`config.mk`:
```
export PLATFORM = sky130hd
export DESIGN_NAME = lcd_fetch_seq
export DESIGN_NICKNAME = d
export VERILOG_FILES = /design/src/rtl/lcd_fetch_pkg.sv /design/src/rtl/lcd_depth_dec.sv /design/src/rtl/lcd_fit_chk.sv /design/src/rtl/lcd_line_sel.sv /design/src/rtl/lcd_fetch_seq.sv
export SDC_FILE = /design/constraint.sdc
export NUM_CORES = 1
export LEC_CHECK = 0
export BUFFER_PORTS_ARGS = -buffer_cell sky130_fd_sc_hd__buf_4
export CORE_MARGIN = 8
export CORE_UTILIZATION = 45
export CTS_CLUSTER_DIAMETER = 60
export DETAILED_ROUTE_END_ITERATION = 16
export GPL_TIMING_DRIVEN = 0
export PLACE_DENSITY = 0.68
export SLEW_MARGIN = 10
export SYNTH_ARGS = -nofsm -noshare
export SYNTH_HDL_FRONTEND = slang
export SYNTH_SLANG_ARGS = --single-unit
```
`constraint.sdc`:
```
create_clock -name clk -period 12.74 [get_ports clk]
set_input_delay 1.911 -clock clk [delete_from_list [all_inputs] [get_ports clk]]
set_output_delay 1.911 -clock clk [all_outputs]
set_load 0.02 [all_outputs]
```
`src/rtl/lcd_fetch_pkg.sv`:
```
package lcd_fetch_pkg;

    typedef enum logic [1:0] {
        ST_IDLE = 2'd0,
        ST_PAL  = 2'd1,
        ST_HDR  = 2'd2,
        ST_EVAL = 2'd3
    } fetch_st_e;

    localparam logic [1:0] PLM_NO_FETCH  = 2'd1;
    localparam logic [1:0] PLM_DATA_ONLY = 2'd2;

    localparam logic [9:0] HDR_SHORT = 10'h020;
    localparam logic [9:0] HDR_LONG  = 10'h200;

endpackage

```
`src/rtl/lcd_depth_dec.sv`:
```
module lcd_depth_dec
    import lcd_fetch_pkg::*;
(
    input  logic [2:0] code,
    input  logic       data_only,
    output logic [4:0] bpp,
    output logic [9:0] hdr_off,
    output logic       supported
);
    always_comb begin
        case (code)
            3'd1:    bpp = 5'd2;
            3'd2:    bpp = 5'd4;
            3'd3:    bpp = 5'd8;
            3'd0:    bpp = 5'd0;
            default: bpp = 5'd16;
        endcase
        supported = (code != 3'd0);
        if (data_only)
            hdr_off = '0;
        else if (code >= 3'd3)
            hdr_off = HDR_LONG;
        else
            hdr_off = HDR_SHORT;
    end
endmodule

```
`src/rtl/lcd_fit_chk.sv`:
```
module lcd_fit_chk #(
    parameter int AW = 32,
    parameter int DW = 10
) (
    input  logic [AW-1:0] top,
    input  logic [AW-1:0] bot,
    input  logic [DW:0]   width,
    input  logic [DW:0]   height,
    input  logic [4:0]    bpp,
    input  logic [9:0]    hdr_off,
    output logic          fits,
    output logic [DW+1:0] stride
);
    localparam int PW = 2 * (DW + 1) + 5;
    localparam int CW = ((PW > AW) ? PW : AW) + 2;

    logic [CW-1:0] prod;
    logic [CW-1:0] need;
    logic [CW-1:0] room;

    always_comb begin
        prod = CW'(width) * CW'(height) * CW'(bpp);
        need = CW'(hdr_off) + (prod >> 3);
        room = CW'(bot - top) + CW'(2);
        fits = (bot >= top) && (need <= room);
        case (bpp)
            5'd2:    stride = (DW+2)'(width >> 2);
            5'd4:    stride = (DW+2)'(width >> 1);
            5'd8:    stride = (DW+2)'(width);
            5'd16:   stride = {width, 1'b0};
            default: stride = '0;
        endcase
    end
endmodule

```
`src/rtl/lcd_line_sel.sv`:
```
module lcd_line_sel #(
    parameter int DW = 10
) (
    input  logic          sp_on,
    input  logic          sp_first_mode,
    input  logic [DW-1:0] sp_line,
    input  logic [DW:0]   height,
    output logic [DW-1:0] first_line,
    output logic [DW:0]   line_cnt
);
    always_comb begin
        first_line = (sp_on && sp_first_mode) ? sp_line : '0;
        line_cnt   = (sp_on && !sp_first_mode) ? {1'b0, sp_line} : height;
    end
endmodule

```
`src/rtl/lcd_fetch_seq.sv`:
```
module lcd_fetch_seq
    import lcd_fetch_pkg::*;
#(
    parameter int AW = 32,
    parameter int DW = 10
) (
    input  logic          clk,
    input  logic          rst_n,
    input  logic          cfg_en,
    input  logic [1:0]    plm,
    input  logic          tft,
    input  logic [DW-1:0] width_m1,
    input  logic [DW-1:0] height_m1,
    input  logic          sp_on,
    input  logic          sp_first_mode,
    input  logic [DW-1:0] sp_line,
    input  logic          dual,
    input  logic [AW-1:0] top0,
    input  logic [AW-1:0] bot0,
    input  logic [AW-1:0] top1,
    input  logic [AW-1:0] bot1,
    input  logic [3:0]    addr_ok,
    input  logic [1:0]    dma_ie,
    input  logic          frame_tick,
    output logic          rd_req,
    output logic [AW-1:0] rd_addr,
    input  logic          rd_ack,
    input  logic [2:0]    rd_depth,
    output logic          en_active,
    output logic          pal_done,
    output logic          frame_done,
    output logic [AW-1:0] frame_base,
    output logic [4:0]    bpp,
    output logic          color16,
    output logic [DW+1:0] stride,
    output logic [DW-1:0] first_line,
    output logic [DW:0]   line_cnt,
    output logic [2:0]    dma_cond,
    output logic          dma_irq,
    output logic          sync_err
);
    typedef struct packed {
        fetch_st_e     st;
        logic          en;
        logic          en_prev;
        logic          cur;
        logic          pal_done;
        logic [2:0]    code;
        logic          rd_req;
        logic [AW-1:0] rd_addr;
        logic          frame_done;
        logic          sync_err;
        logic          irq;
        logic [2:0]    cond;
        logic [AW-1:0] base;
        logic [4:0]    bpp;
        logic          color16;
        logic [DW+1:0] stride;
        logic [DW-1:0] first;
        logic [DW:0]   lines;
    } seq_t;

    seq_t q, d;

    logic [DW:0]   width_v, height_v;
    logic [AW-1:0] act_top, act_bot;
    logic [4:0]    dec_bpp;
    logic [9:0]    dec_off;
    logic          dec_ok;
    logic          fit_ok;
    logic [DW+1:0] fit_stride;
    logic [DW-1:0] sel_first;
    logic [DW:0]   sel_lines;
    logic          addr_good;

    assign width_v  = {1'b0, width_m1} + 1'b1;
    assign height_v = {1'b0, height_m1} + 1'b1;
    assign act_top  = q.cur ? top1 : top0;
    assign act_bot  = q.cur ? bot1 : bot0;

    lcd_depth_dec u_dec (
        .code      (q.code),
        .data_only (plm == PLM_DATA_ONLY),
        .bpp       (dec_bpp),
        .hdr_off   (dec_off),
        .supported (dec_ok)
    );

    lcd_fit_chk #(.AW(AW), .DW(DW)) u_fit (
        .top     (act_top),
        .bot     (act_bot),
        .width   (width_v),
        .height  (height_v),
        .bpp     (dec_bpp),
        .hdr_off (dec_off),
        .fits    (fit_ok),
        .stride  (fit_stride)
    );

    lcd_line_sel #(.DW(DW)) u_lines (
        .sp_on         (sp_on),
        .sp_first_mode (sp_first_mode),
        .sp_line       (sp_line),
        .height        (height_v),
        .first_line    (sel_first),
        .line_cnt      (sel_lines)
    );

    always_comb begin
        addr_good    = addr_ok[0] && addr_ok[1] && (!dual || (addr_ok[2] && addr_ok[3]));
        d            = q;
        d.frame_done = 1'b0;
        d.sync_err   = 1'b0;
        d.irq        = 1'b0;
        d.en_prev    = cfg_en;
        if (!cfg_en) begin
            d.en     = 1'b0;
            d.st     = ST_IDLE;
            d.rd_req = 1'b0;
        end else if (!q.en_prev) begin
            d.cur      = 1'b0;
            d.pal_done = 1'b0;
            if (!addr_good) begin
                d.cond[2] = 1'b1;
                d.irq     = dma_ie[1];
                d.en      = 1'b0;
                d.st      = ST_IDLE;
            end else begin
                d.en = 1'b1;
                if (plm != PLM_DATA_ONLY) begin
                    d.st      = ST_PAL;
                    d.rd_req  = 1'b1;
                    d.rd_addr = top0;
                end else begin
                    d.st = ST_IDLE;
                end
            end
        end else begin
            case (q.st)
                ST_IDLE: begin
                    if (q.en && frame_tick && plm != PLM_NO_FETCH) begin
                        if (plm == PLM_DATA_ONLY) begin
                            d.st = ST_EVAL;
                        end else begin
                            d.st      = ST_HDR;
                            d.rd_req  = 1'b1;
                            d.rd_addr = act_top;
                        end
                    end
                end
                ST_PAL: begin
                    if (rd_ack) begin
                        d.rd_req   = 1'b0;
                        d.code     = rd_depth;
                        d.pal_done = 1'b1;
                        d.st       = ST_IDLE;
                    end
                end
                ST_HDR: begin
                    if (rd_ack) begin
                        d.rd_req = 1'b0;
                        d.code   = rd_depth;
                        d.st     = ST_EVAL;
                    end
                end
                default: begin
                    d.st = ST_IDLE;
                    if (dec_ok) begin
                        if (!fit_ok) begin
                            d.sync_err = 1'b1;
                            d.en       = 1'b0;
                        end else begin
                            d.frame_done = 1'b1;
                            d.base       = act_top + AW'(dec_off);
                            d.bpp        = dec_bpp;
                            d.color16    = tft && (dec_bpp == 5'd16);
                            d.stride     = fit_stride;
                            d.first      = sel_first;
                            d.lines      = sel_lines;
                            d.irq        = dma_ie[0];
                            if (q.cur) d.cond[1] = 1'b1;
                            else       d.cond[0] = 1'b1;
                            if (dual) d.cur = ~q.cur;
                        end
                    end
                end
            endcase
        end
    end

    always_ff @(posedge clk or negedge rst_n) begin
        if (!rst_n) q <= '0;
        else        q <= d;
    end

    assign rd_req     = q.rd_req;
    assign rd_addr    = q.rd_addr;
    assign en_active  = q.en;
    assign pal_done   = q.pal_done;
    assign frame_done = q.frame_done;
    assign frame_base = q.base;
    assign bpp        = q.bpp;
    assign color16    = q.color16;
    assign stride     = q.stride;
    assign first_line = q.first;
    assign line_cnt   = q.lines;
    assign dma_cond   = q.cond;
    assign dma_irq    = q.irq;
    assign sync_err   = q.sync_err;
endmodule

```
* Word level (Yosys, flattened, before mapping)
Cells that the tools add are included.
** Word-level totals
- Flip-flop bits (word level) :: 119
- Bits in latches :: 0
- Bits in writable memories :: 0
- Bits in read-only memories :: 0
- Word-level logic and storage cells :: 151
- Memories kept :: 0
** Operators by class
- $add $sub $neg :: 6
- Multipliers :: 2
- Divide/modulo/power cells :: 0
- Order comparisons :: 3
- Equal/unequal tests :: 33
- Shift-type cells :: 0
- Mux-type cells :: 53
- Bitwise gates (word level) :: 4
- Reduce and logical (&&, ||, !) cells :: 30
** Operator list (count)
- two-way mux 73 bit :: 4
- two-way mux 33 bit :: 5
- two-way mux 32 bit :: 3
- two-way mux 77 bit :: 1
- case mux 12 bit (4 select lines) :: 1
- adder 34 x 2 -> 34 bit, second input constant :: 1
- <= comparator 34 bit :: 1
- subtractor 32 x 32 -> 33 bit :: 1
- adder 32 x 10 -> 32 bit :: 1
- greater-or-equal comparator 32 bit :: 1
- two-way mux 10 bit :: 3
- multiplier 22 x 5 -> 27 bit :: 1
- adder 10 x 24 -> 25 bit :: 1
- adder 10 x 1 -> 11 bit, second input constant :: 2
- multiplier 11 x 11 -> 22 bit :: 1
- case mux 5 bit (4 select lines) :: 1
- two-way mux 1 bit :: 18
- AND reduction 6 bit :: 3
- inequality test 4 bit, second input constant :: 4
- two-way mux 3 bit :: 5
- AND reduction 5 bit :: 3
- inequality test 2 bit, second input constant :: 7
- two-way mux 2 bit :: 6
- inequality test 2 x 1 -> 1 bit, second input constant :: 6
- other kinds (30) :: 51

* Logic depth before layout (Yosys ltp)
Gate-level depths: netlist (run 1).
- Word-level depth :: 11
- Depth in mapped cells :: 56
- Depth with buffers taken out :: 54

* Modules after synthesis
Synthesis (run 1) repeated with hierarchy kept, for this count alone.
** Unflattened totals
- Cell total of the unflattened synthesis :: 2410
- Area, all modules :: 19874.1 um2
** By module, submodules not included
- lcd_fit_chk :: instances 1, cells each 1497, area each 11701.2 um2
- lcd_fetch_seq :: instances 1, cells each 869, area each 7806.2 um2
- lcd_line_sel :: instances 1, cells each 25, area each 247.7 um2
- lcd_depth_dec :: instances 1, cells each 19, area each 118.9 um2

* Worst setup path before layout (run 1)
Ideal clock, no wire load.
- Path kind :: input -> register
- Start point :: input height_m1[0]
- End point :: register q (netlist bit bpp[1])
- Arrival time :: 13.214 ns
- Data required time :: 12.615 ns
- Slack :: -0.599 ns
- Stages :: 51
- Path buffers :: 2
- Path through :: ha_1 -> and3_1 -> nand3_1 -> xor2_1 -> clkbuf_1 -> or2_2 -> fa_1 -> fa_1 -> inv_1 -> fa_1 -> fa_1 -> inv_1 -> fa_1 -> inv_1 -> ha_1 -> a21oi_1 -> nor2b_1 -> o31ai_1 -> [15 not listed] -> and2_1 -> o31a_1 -> o22ai_1 -> xnor2_1 -> and4b_1 -> nand2_1 -> xnor2_1 -> ha_1 -> nand3_1 -> nor3_1 -> a21bo_2 -> a21o_1 -> a21oi_1 -> a211o_1 -> o41ai_4 -> nor2_4 -> buf_6 -> mux2_4
** Between the ends
- Cells in the longest elaborated chain, start to end :: 7
** Ends and longest elaborated chain
- start, declared :: line lcd_fetch_seq.sv:13 : input logic [DW-1:0] height_m1,
- adder 10 x 1 -> 11 bit :: line lcd_fetch_seq.sv:77 : assign height_v = {1'b0, height_m1} + 1'b1;
- multiplier 11 x 11 -> 22 bit :: line lcd_fit_chk.sv:22 : prod = CW'(width) * CW'(height) * CW'(bpp);
- multiplier 22 x 5 -> 27 bit :: line lcd_fit_chk.sv:22
- adder 10 x 24 -> 25 bit :: line lcd_fit_chk.sv:23 : need = CW'(hdr_off) + (prod >> 3);
- <= comparator 34 bit :: line lcd_fit_chk.sv:25 : fits = (bot >= top) && (need <= room);
- logical AND 1 bit :: line lcd_fit_chk.sv:25
- AND reduction 5 bit (no source line)
- end signal, assigned :: line lcd_fetch_seq.sv:192 : if (!rst_n) q <= '0;
- end signal, assigned :: line lcd_fetch_seq.sv:193 : else q <= d;
- end, declared :: line lcd_fetch_seq.sv:63 : seq_t q, d;
Every way passes these cells.
A chain may end at the register's enable or synchronous reset.

* Final worst setup path (run 1)
- Start point :: input width_m1[0]
- End point :: register q (netlist bit bpp[3])
** Between the ends
- Cells in the longest elaborated chain, start to end :: 7
** Ends and longest elaborated chain
- start, declared :: line lcd_fetch_seq.sv:12 : input logic [DW-1:0] width_m1,
- adder 10 x 1 -> 11 bit :: line lcd_fetch_seq.sv:76 : assign width_v = {1'b0, width_m1} + 1'b1;
- multiplier 11 x 11 -> 22 bit :: line lcd_fit_chk.sv:22
- multiplier 22 x 5 -> 27 bit :: line lcd_fit_chk.sv:22
- adder 10 x 24 -> 25 bit :: line lcd_fit_chk.sv:23
- <= comparator 34 bit :: line lcd_fit_chk.sv:25
- logical AND 1 bit :: line lcd_fit_chk.sv:25
- AND reduction 5 bit (no source line)
Every way passes these cells.

==> results of run 1 <==
## sequential cells by signal, summed over array words and instances, names as in the netlist
| signal | flops |
|---|---|
| bpp | 4 |
| sync_err | 1 |
| line_cnt | 11 |
| rd_req | 1 |
| en_active | 1 |
| color16 | 1 |
| pal_done | 1 |
| frame_done | 1 |
| stride | 12 |
| frame_base | 32 |
| dma_cond | 3 |
| first_line | 10 |
| rd_addr | 32 |
| dma_irq | 1 |
| q | 7 |
## logic make-up (layout without fill, tap and decap cells)
logic type                 count (synthesis)  count (layout)  synth area share, %
adders and majority gates                301             301                 26.2
DFF                                      118             118                 16.5
other                                      1               3               0.0210
AOI/OAI and AO/OA                        349             349                 12.7
and+or+nand+nor                          656             656                 17.1
xor gates and xnor gates                 160             160                 7.89
muxes                                    137             137                 9.61
buffers and inverters                    358             800                 10.0
## final cells by class
cell class,count,area share (%)
flip-flops and latches,118,12.4
inverters,182,2.91
plain buffers,174,5.01
repair buffers,412,14.3
well taps,525,2.76
diodes,1,0.0105
clock buffers,20,1.92
multi-input cells,1605,60.1
clock inverters,12,0.516
## Yosys cell counts, types with 11 or more instances
cell      count
a211oi_1     11
a21o_1       31
a21oi_1      84
a31oi_1      11
and2_1       26
and3_1       26
buf_4       105
clkbuf_1     60
dfrtp_1     118
fa_1        122
ha_1        179
inv_1       182
mux2_2       37
mux2_4       59
mux2i_1      38
nand2_1     227
nand2b_1     25
nand3_1      36
nand4_1      18
nor2_1      181
nor2b_1      23
nor3_1       37
o21a_1       14
o21ai_0      99
or2_2        14
or3_1        12
xnor2_1      87
xor2_1       72
## final timing paths
kind	from	end	slack, ps	depth (start not counted)
max in group asynchronous	rst_n	rd_addr[25]	10600	2
max	width_m1[0]	bpp[3]	-10	55
max reg2reg	q[114]	bpp[3]	2340	33
min reg2reg	dma_cond[2]	dma_cond[2]	460	1
min	dma_cond[2]	dma_cond[2]	460	1
min in group asynchronous	rst_n	dma_irq	1390	1
## metrics by stage
stage	power [uW]	hold slack [ps]	instance area [um^2]	util (%)
floorplan	2870	429	18100	-
global placement	3510	442	20900	53.1
global route	5100	492	23800	60.3
CTS	4440	460	23100	58.6
finish	4630	457	23800	60.3
detailed placement	3580	446	21000	53.1
## worst max-delay path, delay by kind of cell
family / cells / cell delay [ps]
buffers and inverters: 13 / 1400
xor gates and xnor gates: 4 / 860
AOI/OAI and AO/OA: 12 / 1850
and+or+nand+nor: 14 / 2010
adders and majority gates: 11 / 4740
muxes: 1 / 290
## report_power, final
group / switching, uW / internal [uW] / leakage [uW]
logic: 2040 / 1680 / 0.00980
clock network: 195 / 281 / 0.000279
registers: 22.3 / 410 / 0.00156
total: 2260 / 2370 / 0.0116
## routing by layer
layer	vias up	global-route usage, %	part of all wire (%)
met2	550	41.8	49
met5	-	0	0
met3	126	3.71	5.7
met4	0	7.90	3.5
met1	8184	31.8	42
li1	7809	-	-
## timing repair
action                     CTS  global route
resized for setup          132            78
buffers inserted            85            34
pin swaps                   76           112
setup endpoints to repair   77            77
gates cloned                 3             4
==> impl_metrics.py, run 1 <==
metrics = {
    "clock_tree": {
        "cts_root_buf": "clkbuf_16",
        "clock-sinks": 118,
        "clock_path_buffers": 2,
        "cts_tree": "done",
        "cts_buffers": 17,
        "cts_max_level": 4,
        "clk_pin_slew_ps": 60,
        "postCtsHoldBufs": 0,
        "clk_latency_ps": 440,
    },
    "synth": {
        "synth_area_mm2": 0.0179,
        "synth_top_cell_by_area": "dfrtp_1",
        "ys_ff_latch": 118,
        "synth_edf_count": 0,
        "yosysUniqueCellTypes": 80,
        "syn_inst": 2080,
        "syn_area_per_cell_um2": 8.59,
        "async_flop_share_pct": 100,
        "synth_area_leaders": "dfrtp_1 17%, fa_1 14%, ha_1 13%",
        "synth-main-ff-cell": "dfrtp_1",
        "synth_top_area_share_pct": 16.5,
        "ys_seq_area_share_pct": 16.5,
        "ys_warn_count": 0,
    },
    "floorplan": {
        "io_pins": 290,
        "coreArea_mm2": 0.0395,
        "initial_core_util_pct": 45.3,
        "die_y_um": 215,
        "fp-row-count": 73,
        "die_w_um": 215,
        "dieArea_mm2": 0.0463,
    },
    "routing": {
        "drt_iter0_drc": 1126,
        "vias": 16700,
        "final_antenna_net_count": 0,
        "drc": 0,
        "viasPerCell": 5.47,
        "wirelength_mm": 59.7,
        "dr.pass1.iters": 7,
        "wl_per_cell_um": 19.6,
    },
    "sta": {
        "slew_headroom_pct": 43.3,
        "tns_ps": -46.6,
        "fmax_ghz": 0.0784,
        "min_period_ps": 12750,
        "rsz0062_at_grt": "true",
        "slew_violations": 0,
        "layout_setup_ws_ps": -14.5,
        "skew_ps": 13.4,
        "hold_violations": 0,
        "tightestPinTransition_ps": 827,
        "post-route-period-util_pct": 100,
        "setup-violations-final": 5,
    },
    "place": {
        "hpwl_mm": 46.2,
        "globalplace.congestion": 0.941,
        "dp_slack_ps": -1880,
        "post-place-cells": 2894,
        "io_buffers": 287,
    },
    "status": {
        "status": "finished, violations left",
        "violations": "setup timing",
    },
    "layout": {
        "fin_cells": 3049,
        "final_common_cell": "buf_4",
        "multi_input_area_mm2": 0.0143,
        "final_nets": 2989,
        "regArea_mm2": 0.00295,
        "syn2layout_area_growth_pct": 33.1,
        "most-common-layout-cells": "487 x buf_4, 218 x nand2_1, 170 x nor2_1, 169 x inv_1, 159 x ha_1",
        "drive_above_1_share_pct": 32.5,
        "nFillCells": 3290,
    },
    "setup_path": {
        "end_kind": "flip-flop",
        "cp_max_fo": 8,
        "cp_data_required_time_ps": 13060,
        "cpPeakStageDelay_ps": 580,
        "startpoint_type": "input pin",
        "slowest_stage": "fa_1",
        "worst_ep_arrival_time_ps": 13070,
        "path_class": "input pin to flip-flop",
        "crit_top_cell": "fa_1",
    },
    "pwr": {
        "power_density_mw_per_mm2": 195,
        "leakage_uw": 0.0116,
        "vdd_drop_max_mv": 0.175,
    },
    "grt": {
        "grt_pass1_wl_mm": 92.9,
        "grt.overflow.total": 0,
        "grt_usage_pct": 24.6,
        "grt_pass1_vias": 17000,
        "grt_max_degree": 79,
        "antenna_found_initial": 1,
    },
    "flow_run": {
        "drv_cap": 0,
    },
    "hold_path": {
        "hp-class": "flip-flop to flip-flop",
    },
}
(Power assumes the default switching activity.)
==> run 2: changes to the inputs <==
BUFFER_PORTS_ARGS = unset   (was -buffer_cell sky130_fd_sc_hd__buf_4)
CAP_MARGIN = 25   (was unset)
CORE_UTILIZATION = 48   (was 45)
DONT_BUFFER_PORTS = 1   (was unset)
PLACE_DENSITY = 0.65   (was 0.68)
==> run 2 against run 1 <==
Compared with the run above: the run now ends clean; clock skew is 4.8 ps higher; flip-flop and latch count is the same; fmax is 1.0% higher; first-iteration DRC count fell by 7.7%; clock power increased by 12%; largest cell class unchanged; highest routed layer is now met5.
==> impl_metrics.py, run 2 (synthesized netlist as in run 1, its figures left out) <==
metrics = {
    "grt": {
        "grt_max_degree": 119,
        "grt.overflow.total": 0,
        "grt_pass1_wl_mm": 86.3,
        "grt_pass1_vias": 15400,
        "antenna_found_initial": 2,
        "grt_usage_pct": 24.8,
    },
    "sta": {
        "tightestPinTransition_ps": 960,
        "post-route-period-util_pct": 99.1,
        "timing.hold.ws_ps": 458,
        "setup-violations-final": 0,
        "tns_ps": 0,
        "rsz0062_at_grt": "true",
        "fmax_ghz": 0.0792,
        "slew_violations": 0,
        "min_period_ps": 12630,
        "skew_ps": 18.2,
        "slew_headroom_pct": 34.2,
        "hold_violations": 0,
    },
    "layout": {
        "final_nets": 2661,
        "final_common_cell": "nand2_1",
        "fin_cells": 2663,
        "diodes": 0,
        "syn2layout_area_growth_pct": 17.7,
        "most-common-layout-cells": "221 x nand2_1, 182 x buf_4, 170 x inv_1, 170 x nor2_1, 159 x ha_1",
        "multi_input_area_mm2": 0.0143,
        "nFillCells": 3199,
        "drive_above_1_share_pct": 22.5,
        "regArea_mm2": 0.00295,
    },
    "clock_tree": {
        "cts_max_level": 4,
        "cts_tree": "done",
        "clock-sinks": 118,
        "cts_root_buf": "clkbuf_16",
        "clock_path_buffers": 2,
        "cts_buffers": 17,
        "clk_latency_ps": 440,
        "postCtsHoldBufs": 0,
        "clk_pin_slew_ps": 60,
    },
    "floorplan": {
        "die_y_um": 209,
        "coreArea_mm2": 0.0366,
        "io_pins": 290,
        "fp-row-count": 70,
        "initial_core_util_pct": 48.8,
        "dieArea_mm2": 0.0436,
        "die_w_um": 209,
    },
    "setup_path": {
        "cp_max_fo": 10,
        "path_buf_inv": 8,
        "crit_top_cell": "fa_1",
        "cp_data_required_time_ps": 13040,
        "cp_top_family": "adder cells",
        "worst_ep_arrival_time_ps": 12930,
        "slowest_stage": "fa_1",
        "end_kind": "flip-flop",
        "cpPeakStageDelay_ps": 570,
        "startpoint_type": "input pin",
        "path_class": "input pin to flip-flop",
    },
    "routing": {
        "wirelength_mm": 55.5,
        "wl_per_cell_um": 20.8,
        "final_antenna_net_count": 0,
        "drc": 0,
        "vias": 15200,
        "drt_iter0_drc": 1039,
        "dr.pass1.iters": 5,
        "viasPerCell": 5.69,
    },
    "place": {
        "globalplace.congestion": 0.945,
        "post-place-cells": 2551,
        "hpwl_mm": 44.8,
        "io_buffers": 0,
    },
    "flow_run": {
        "drv_cap": 0,
    },
    "pwr": {
        "leakage_uw": 0.00995,
        "power_density_mw_per_mm2": 212,
        "vdd_drop_max_mv": 0.171,
    },
    "hold_path": {
        "hp-class": "flip-flop to flip-flop",
    },
    "status": {
        "status": "finished clean",
    },
}
run 2: changes by cell type in the layout (fill, tap and decap cells not counted), moves of 4 or more:
cell,previous run,this run
buf_4,487,182
buf_12,17,9
buf_6,11,3
clkinv_4,6,0
inv_6,1,6
inv_8,1,5
run 2: final timing paths:
path,start,endpoint,slack (ps),cells past startpoint
min in group asynchronous,rst_n,frame_base[14],1170,0
setup reg to reg,q[114],line_cnt[0],2490,34
hold reg to reg,dma_cond[1],dma_cond[1],460,1
hold / removal,dma_cond[1],dma_cond[1],460,1
setup / recovery,height_m1[0],line_cnt[0],110,54
max in group asynchronous,rst_n,stride[0],11420,0
run 2: timing repair:
item / CTS / global route
gates resized for setup: 115 / 62
pin swaps: 59 / 48
setup buffers: 66 / 17
setup endpoints to repair: 77 / 77
cloned: 2 / 1
run 2: cell type report:
| cell class | count | area share (%) |
|---|---|---|
| plain buffers | 172 | 5.56 |
| inverters | 182 | 3.28 |
| flip-flops and latches | 118 | 14.0 |
| well taps | 468 | 2.78 |
| clock inverters | 15 | 0.982 |
| repair buffers | 86 | 3.53 |
| clock buffers | 17 | 2.02 |
| multi-input cells | 1605 | 67.8 |
run 2: layer usage:
metal,global-route usage (%),part of all wire [%],vias to the layer above
li1,-,-,7135
met1,32.8,44,7451
met2,39.9,47,486
met3,5.69,7.0,81
met4,7.36,2.4,2
met5,0,0.020,-
run 2: metrics by stage:
stage / total power [uW] / worst slack [ps] / utilization, % / area, um^2
global route: 4920 / -309 / 57.4 / 21000
global placement: 3420 / -1670 / 51.1 / 18700
detailed placement: 3480 / -1710 / 51.1 / 18700
finish: 4460 / 115 / 57.4 / 21000
floorplan: 2870 / 4.47 / - / 18100
CTS: 4310 / 0.0346 / 56.5 / 20700
run 2: power by group:
group	switching, uW	internal (uW)	leakage [uW]
sequential	25.4	409	0.00156
combinational	1960	1530	0.00808
clock	213	318	0.000309
total	2200	2260	0.00995
run 2: worst reg2reg max path: cells and delay by family (launching register included):
family                     cells  cell delay, ps
and+or+nand+nor                5            1460
DFF                            1             350
muxes                          2             780
AOI/OAI and AO/OA             12            2120
xor gates and xnor gates       2             480
adders and majority gates      3             970
buffers and inverters         10            3990
